===== src/rtl/wdog_sup_pkg.sv =====
package wdog_sup_pkg;
  typedef enum logic [1:0] {
    FLT_NONE    = 2'd0,
    FLT_EARLY   = 2'd1,
    FLT_TIMEOUT = 2'd2
  } fault_e;

  typedef enum logic [1:0] {
    ST_HOLD  = 2'd0,
    ST_DELAY = 2'd1,
    ST_RUN   = 2'd2
  } state_e;

  // lower bound: elapsed << shift compared against upper limit
  localparam int unsigned RATIO_SH_LO = 5;
  localparam int unsigned RATIO_SH_HI = 7;
endpackage


===== src/rtl/wdog_prescaler.sv =====
module wdog_prescaler #(
  parameter int unsigned DIV = 8
) (
  input  logic clk_i,
  input  logic rst_ni,
  input  logic clr_i,
  output logic tick_o
);
  localparam int unsigned CW = (DIV > 1) ? $clog2(DIV) : 1;
  localparam logic [CW-1:0] LAST = CW'(DIV - 1);

  logic [CW-1:0] cnt_q;

  assign tick_o = (cnt_q == LAST);

  always_ff @(posedge clk_i or negedge rst_ni) begin
    if (!rst_ni)     cnt_q <= '0;
    else if (clr_i)  cnt_q <= '0;
    else if (tick_o) cnt_q <= '0;
    else             cnt_q <= cnt_q + 1'b1;
  end


  cnt_range_chk: assert property (@(posedge clk_i) disable iff (!rst_ni)
    32'(cnt_q) < DIV);
endmodule


===== src/rtl/wdog_trig_edge.sv =====
module wdog_trig_edge #(
  parameter int unsigned STAGES = 2
) (
  input  logic clk_i,
  input  logic rst_ni,
  input  logic trig_i,
  output logic edge_o
);
  // sh[STAGES-1] is the synchronized level, sh[STAGES] its previous value
  logic [STAGES:0] sh_q;

  always_ff @(posedge clk_i or negedge rst_ni) begin
    if (!rst_ni) sh_q <= '0;
    else         sh_q <= {sh_q[STAGES-1:0], trig_i};
  end

  assign edge_o = sh_q[STAGES-1] & ~sh_q[STAGES];


  single_pulse_chk: assert property (@(posedge clk_i) disable iff (!rst_ni)
    edge_o |=> !edge_o);
endmodule


===== src/rtl/wdog_window.sv =====
module wdog_window
  import wdog_sup_pkg::*;
#(
  parameter int unsigned SHORT_TICKS = 40,
  parameter int unsigned LONG_TICKS  = 400,
  parameter int unsigned PROG_W      = 6,
  parameter int unsigned UP_W        = 10
) (
  input  logic              clk_i,
  input  logic              rst_ni,
  input  logic              arm_i,
  input  logic              restart_i,
  input  logic              run_i,
  input  logic              tick_i,
  input  logic [1:0]        tsel_i,
  input  logic [PROG_W-1:0] prog_i,
  input  logic              ratio_i,
  output logic              early_o,
  output logic              expire_o
);
  localparam int unsigned EW = UP_W + RATIO_SH_HI;

  logic [UP_W-1:0] upper_d, upper_q, elapsed_q;
  logic            ratio_q;
  logic [EW-1:0]   scaled;

  always_comb begin
    unique case (tsel_i)
      2'd0:    upper_d = UP_W'(SHORT_TICKS);
      2'd1:    upper_d = UP_W'(LONG_TICKS);
      default: upper_d = UP_W'(prog_i) + 1'b1;
    endcase
  end

  assign expire_o = run_i && tick_i && (elapsed_q == upper_q - 1'b1);
  assign scaled   = ratio_q ? (EW'(elapsed_q) << RATIO_SH_HI)
                            : (EW'(elapsed_q) << RATIO_SH_LO);
  assign early_o  = scaled < EW'(upper_q);

  always_ff @(posedge clk_i or negedge rst_ni) begin
    if (!rst_ni) begin
      upper_q   <= UP_W'(SHORT_TICKS);
      ratio_q   <= 1'b0;
      elapsed_q <= '0;
    end else if (arm_i) begin
      upper_q   <= upper_d;
      ratio_q   <= ratio_i;
      elapsed_q <= '0;
    end else if (restart_i) begin
      elapsed_q <= '0;
    end else if (run_i && tick_i && !expire_o) begin
      elapsed_q <= elapsed_q + 1'b1;
    end
  end


  elapsed_bound_chk: assert property (@(posedge clk_i) disable iff (!rst_ni)
    elapsed_q < upper_q);


  strap_hold_chk: assert property (@(posedge clk_i) disable iff (!rst_ni)
    !arm_i |=> $stable(upper_q) && $stable(ratio_q));
endmodule


===== src/rtl/wdog_supervisor.sv =====
module wdog_supervisor
  import wdog_sup_pkg::*;
#(
  parameter int unsigned CLK_HZ      = 100_000_000,
  parameter int unsigned BASE_US     = 6250,
  parameter int unsigned DELAY_TICKS = 4,
  parameter int unsigned SHORT_TICKS = 40,
  parameter int unsigned LONG_TICKS  = 400,
  parameter int unsigned PROG_W      = 6
) (
  input  logic              clk_i,
  input  logic              rst_ni,
  input  logic              supply_ok_i,
  input  logic              trig_i,
  input  logic [1:0]        tsel_i,
  input  logic [PROG_W-1:0] prog_i,
  input  logic              ratio_i,
  output logic              rst_no,
  output logic [1:0]        fault_o
);
  localparam int unsigned TICK_DIV = (CLK_HZ / 1_000_000) * BASE_US;
  localparam int unsigned MAX_UP   = (LONG_TICKS > (1 << PROG_W)) ? LONG_TICKS : (1 << PROG_W);
  localparam int unsigned UP_W     = $clog2(MAX_UP + 1);
  localparam int unsigned DW       = (DELAY_TICKS > 1) ? $clog2(DELAY_TICKS) : 1;
  localparam logic [DW-1:0] D_LAST = DW'(DELAY_TICKS - 1);

  state_e        state_q, state_d;
  fault_e        fault_q, fault_d;
  logic [DW-1:0] dcnt_q;
  logic          bounded_q;
  logic          tick, trig_edge, early, expire;
  logic          arm, restart, pre_clr;

  wdog_trig_edge #(.STAGES(2)) u_edge (
    .clk_i  (clk_i),
    .rst_ni (rst_ni),
    .trig_i (trig_i),
    .edge_o (trig_edge)
  );

  wdog_prescaler #(.DIV(TICK_DIV)) u_pre (
    .clk_i  (clk_i),
    .rst_ni (rst_ni),
    .clr_i  (pre_clr),
    .tick_o (tick)
  );

  wdog_window #(
    .SHORT_TICKS (SHORT_TICKS),
    .LONG_TICKS  (LONG_TICKS),
    .PROG_W      (PROG_W),
    .UP_W        (UP_W)
  ) u_win (
    .clk_i     (clk_i),
    .rst_ni    (rst_ni),
    .arm_i     (arm),
    .restart_i (restart),
    .run_i     (state_q == ST_RUN),
    .tick_i    (tick),
    .tsel_i    (tsel_i),
    .prog_i    (prog_i),
    .ratio_i   (ratio_i),
    .early_o   (early),
    .expire_o  (expire)
  );

  always_comb begin
    state_d = state_q;
    fault_d = fault_q;
    arm     = 1'b0;
    restart = 1'b0;
    unique case (state_q)
      ST_HOLD: begin
        fault_d = FLT_NONE;
        if (supply_ok_i) state_d = ST_DELAY;
      end
      ST_DELAY: begin
        if (!supply_ok_i) begin
          state_d = ST_HOLD;
          fault_d = FLT_NONE;
        end else if (tick && dcnt_q == D_LAST) begin
          state_d = ST_RUN;
          arm     = 1'b1;
        end
      end
      ST_RUN: begin
        if (!supply_ok_i) begin
          state_d = ST_HOLD;
          fault_d = FLT_NONE;
        end else if (trig_edge) begin
          if (bounded_q && early) begin
            state_d = ST_DELAY;
            fault_d = FLT_EARLY;
          end else begin
            restart = 1'b1;
          end
        end else if (expire) begin
          state_d = ST_DELAY;
          fault_d = FLT_TIMEOUT;
        end
      end
      default: state_d = ST_HOLD;
    endcase
  end

  assign pre_clr = (state_d != state_q) || restart;

  always_ff @(posedge clk_i or negedge rst_ni) begin
    if (!rst_ni) begin
      state_q   <= ST_HOLD;
      fault_q   <= FLT_NONE;
      dcnt_q    <= '0;
      bounded_q <= 1'b0;
    end else begin
      state_q <= state_d;
      fault_q <= fault_d;
      if (state_d != state_q)                 dcnt_q <= '0;
      else if (state_q == ST_DELAY && tick)   dcnt_q <= dcnt_q + 1'b1;
      if (arm)          bounded_q <= 1'b0;
      else if (restart) bounded_q <= 1'b1;
    end
  end

  assign rst_no  = (state_q == ST_RUN);
  assign fault_o = fault_q;


  hold_low_chk: assert property (@(posedge clk_i) disable iff (!rst_ni)
    !supply_ok_i |=> !rst_no && fault_o == FLT_NONE);


  release_chk: assert property (@(posedge clk_i) disable iff (!rst_ni)
    $rose(rst_no) |-> $past(dcnt_q) == D_LAST && $past(tick));


  first_window_chk: assert property (@(posedge clk_i) disable iff (!rst_ni)
    (state_q == ST_RUN && supply_ok_i && trig_edge && !bounded_q) |=> rst_no);


  expire_fault_chk: assert property (@(posedge clk_i) disable iff (!rst_ni)
    (state_q == ST_RUN && supply_ok_i && !trig_edge && expire)
      |=> !rst_no && fault_o == FLT_TIMEOUT);


  ignore_in_reset_chk: assert property (@(posedge clk_i) disable iff (!rst_ni)
    (state_q != ST_RUN) |=> $stable(fault_o) || fault_o == FLT_NONE);
endmodule


===== config.mk =====
export PLATFORM = sky130hd
export DESIGN_NAME = wdog_supervisor
export DESIGN_NICKNAME = d
export VERILOG_FILES = /design/src/rtl/wdog_sup_pkg.sv /design/src/rtl/wdog_prescaler.sv /design/src/rtl/wdog_trig_edge.sv /design/src/rtl/wdog_window.sv /design/src/rtl/wdog_supervisor.sv
export SDC_FILE = /design/constraint.sdc
export NUM_CORES = 1
export LEC_CHECK = 0
export BUFFER_PORTS_ARGS = -buffer_cell sky130_fd_sc_hd__clkbuf_2
export CAP_MARGIN = 20
export CORE_ASPECT_RATIO = 0.7
export CORE_MARGIN = 10
export CORE_UTILIZATION = 47
export DETAILED_ROUTE_END_ITERATION = 10
export GPL_ROUTABILITY_DRIVEN = 0
export HOLD_SLACK_MARGIN = 0.03
export PLACE_DENSITY_LB_ADDON = 0.15
export SLEW_MARGIN = 20
export SYNTH_ARGS = -nofsm -noshare
export SYNTH_HDL_FRONTEND = slang
export SYNTH_HIERARCHICAL = 1
export SYNTH_SLANG_ARGS = --single-unit

===== constraint.sdc =====
create_clock -name clk_i -period 5.3 [get_ports clk_i]
set_input_delay 1.06 -clock clk_i [delete_from_list [all_inputs] [get_ports clk_i]]
set_output_delay 1.06 -clock clk_i [all_outputs]
set_load 0.02 [all_outputs]

==> run_results.csv <==
group,metric,value,unit
status,outcome,"finished, final reports clean",
timing,drv_slew,0,
grt,grt_overflow,0,
layout,area_growth,5.71,%
setup_path,cp_slowest_cell,"nor3_1",
grt,grt_max_degree,49,
grt,grt_pass1_vias,2331,
pwr,switching_share,24.6,%
layout,final_cell_count_no_fill,412,
synthesis,syn_inst,322,
synthesis,synth-edff-count,0,
cts,clk_path_buf_depth,2,
setup_path,start_kind,"flip-flop",
pwr,pwr-share-clk,39.3,%
place,place_inst,404,
timing,setup_tns,0,ns
layout,fin_nets,356,
drt,ant_nets,0,
timing,finalCritPeriodShare,60.0,%
synthesis,synth_area_leader_cell,"dfrtp_1",
timing,rsz0062_at_grt,"no",
place,pre_cts_slack,2.19,ns
setup_path,r2r_start,"u_win/upper_q[2]",
pwr,p_comb_share,6.9,%
place,port-buffer-count,15,
pwr,pwr_density_cell,216,nW/um2
synthesis,yosysTopAreaCellShare,37.2,%
timing,layout_setup_ws,2.12,ns
synthesis,syn_area,3090,um2
synthesis,synth_fa_ha_area_share,4.05,%
cts,htree_levels,2,
grt,grtUsageTotal,13.9,%
hold_path,hold_class,"flip-flop to flip-flop",
synthesis,syn_nets,345,
pwr,peakVddDrop,139,uV
pwr,seqPwrFrac,53.8,%
synthesis,synth_area_leaders,"dfrtp_1 (37%), ha_1 (4.0%), xor2_1 (3.7%), nand3_1 (3.4%), xnor2_1 (3.4%)",
synthesis,yosys.area_share.simple,24.1,%
cts,postCtsResizedCells,0,
layout,antenna_cells,0,
synthesis,synth_seq_cells,48,
setup_path,cp_common_cell,"nor3_1",
drt,detail_route.wirelength,6.69,mm
setup_path,crit_type,"flip-flop to flip-flop",
synthesis,muxShareOfSynthArea,2.79,%
cts,cts_buffers,5,
drt,via_per_inst,5.82,
drt,vias,2397,
floorplan,die_area,10300,um2
floorplan,core,6310,um2
synthesis,synth_flop_cell,"dfrtp_1",
setup_path,slowest_delay,0.70,ns
pwr,p_sw,174,uW
run,cap_violations,0,
grt,antenna_found_initial,0,
cts,clock_sinks,48,
setup_path,cp.required,5.49,ns
synthesis,synth_cell_types,65,
setup_path,startpoint,"u_win/upper_q[2]",
drt,drcViolationCount,0,
place,dp_hpwl,4.80,mm
synthesis,synth-compound-area-share,16.1,%
cts,clkSlewWorstSetupHoldPaths,0.10,ns
setup_path,cp_max_fo,20,
synthesis,ys_seq_area_share,38.9,%
hold_path,hp-start,"u_edge/sh_q[0]",
setup_path,worstPathArrival,3.37,ns
pwr,leakage,0.00135,uW
cts,holdBufCountCts,0,
timing,slew_headroom,44.9,%
drt,first_iter_violations,151,
setup_path,crit_chain,"nor3_1 -> and3_1 -> a31oi_1 -> a211o_2 -> nor3_1 -> nor2b_1 -> nor4_2 -> o21bai_1 -> inv_1 -> o31ai_2 -> buf_4 -> nor2_1",
setup_path,endpoint_kind,"flip-flop",
timing,fin_hold_ws,0.362,ns
timing,finalClockSkew,0.00761,ns
cts,post_cts_buffers,0,
drt,wl_per_cell,16.2,um
synthesis,synthArstFlopShare,100,%
cts,root_buffer,"clkbuf_8",
floorplan,start_util,49.0,%
floorplan,die_x,117,um
timing,worst_pin_slew,0.821,ns
timing,setup_violations,0,
synthesis,yosys_warnings,6,
floorplan,ios,16,
floorplan,rows,24,
synthesis,avgSynthCellArea,9.60,um2
synthesis,synth_top_family_by_area,"simple AND/OR/NAND/NOR gates",
drt,dr.pass1.iters,4,
cts,cts_tree,"built",
synthesis,synth_xor_area_share,7.81,%
cts,clkLatencyLatePin,0.31,ns
timing,min_period,3.18,ns
grt,grt_pass1_wl,11.6,mm
pwr,p_int,532,uW
timing,fmax,0.315,GHz
floorplan,fp.dieH,87.8,um
timing,hold_viol,0,
layout,drive_gt1_share,15.0,%
-- worst max-delay path: cells and delay by family (launching register included) --
family                 cells  cell delay, ns
AND/OR/NAND/NOR            6            1.61
AO/OA/AOI/OAI              4            0.66
flip-flops                 1            0.45
buffers and inverters      2            0.34
-- per-layer routing --
layer / wire length (um) / up-vias / GRT usage (%)
li1: - / 1200 / -
met1: 3750 / 1139 / 21.2
met2: 2510 / 51 / 18.6
met3: 365 / 7 / 3.83
met4: 57 / 0 / 3.36
met5: 0 / - / 0
-- through the flow --
step / utilization [%] / total power, uW / cell area, um2
6_report: 51.8 / 706 / 3270
5_1_grt: 51.8 / 735 / 3270
4_1_cts: 51.8 / 715 / 3270
3_5_place_dp: 50.0 / 436 / 3150
3_3_place_gp: 50.0 / 435 / 3150
2_1_floorplan: - / 415 / 3090
-- path summary, 6_finish.rpt --
kind / endpoint / slack [ns] / cells after the start
worst max-delay path: u_pre/cnt_q[12] / 2.12 / 12
worst min-delay path: u_edge/sh_q[1] / 0.36 / 0
worst min register to register: u_edge/sh_q[1] / 0.36 / 0
worst max register to register: u_pre/cnt_q[12] / 2.12 / 12
max in group asynchronous: u_win/upper_q[4] / 4.03 / 2
min in group asynchronous: u_edge/sh_q[1] / 0.85 / 2
-- cells in the mapped netlist, types with 3 or more instances --
cell type	n
dfrtp_1	46
nor2_1	23
nand3_1	21
nand2_1	16
a21oi_1	15
inv_1	13
o21ai_0	13
xor2_1	13
xnor2_1	12
ha_1	10
nor3_1	9
or3_1	9
buf_6	7
nand4_1	7
o31ai_1	7
a31oi_1	6
and3_1	6
nor2b_1	6
a21boi_1	5
and2_1	4
mux2_2	4
nand3b_1	4
o21a_1	4
or4_1	4
buf_2	3
clkbuf_8	3
mux2i_1	3
nor4b_1	3
o22ai_1	3
o32ai_1	3
-- cell usage in the layout, fill, tap and decap left out, types with 7 or more instances in the layout --
master	count
xnor2_1	12
dfrtp_1	46
or3_1	9
nand4_1	7
nor3_1	9
inv_1	13
o21ai_0	13
nand3_1	21
nand2_1	16
ha_1	10
clkbuf_2	15
nor2_1	23
xor2_1	13
a21oi_1	15
-- sequential cells by signal, summed over array words and instances (netlist names), 2 cells and up --
name / flops
u_edge/sh_q: 3
fault_o: 2
state_q: 2
u_pre/cnt_q: 20
dcnt_q: 2
u_win/upper_q: 8
u_win/elapsed_q: 9
-- power by group through the flow --
| stage | clock (uW) | combinational, uW | sequential (uW) |
|---|---|---|---|
| floorplan | 0 | 31.9 | 383 |
| global placement | 0 | 48.3 | 387 |
| detailed placement | 0 | 48.8 | 387 |
| CTS | 286 | 49.3 | 380 |
| global route | 298 | 55.5 | 381 |
| finish | 277 | 48.8 | 380 |
-- logic make-up after synthesis --
group,Yosys count
adders and majority gates,10
DFF,48
muxes,8
AOI/OAI and AO/OA,74
xor gates and xnor gates,26
buffers and inverters,28
and+or+nand+nor,128
-- cell type report --
class                      count  area [um2]
inverter                      14        52.6
timing repair buffer          18        97.6
multi-input combinational    246        1700
clock inverter                 3        46.3
sequential                    48        1200
fill                         591        3040
tap                           78        97.6
clock buffer                   5        68.8
Note: power is estimated with default switching activity, not from simulation.
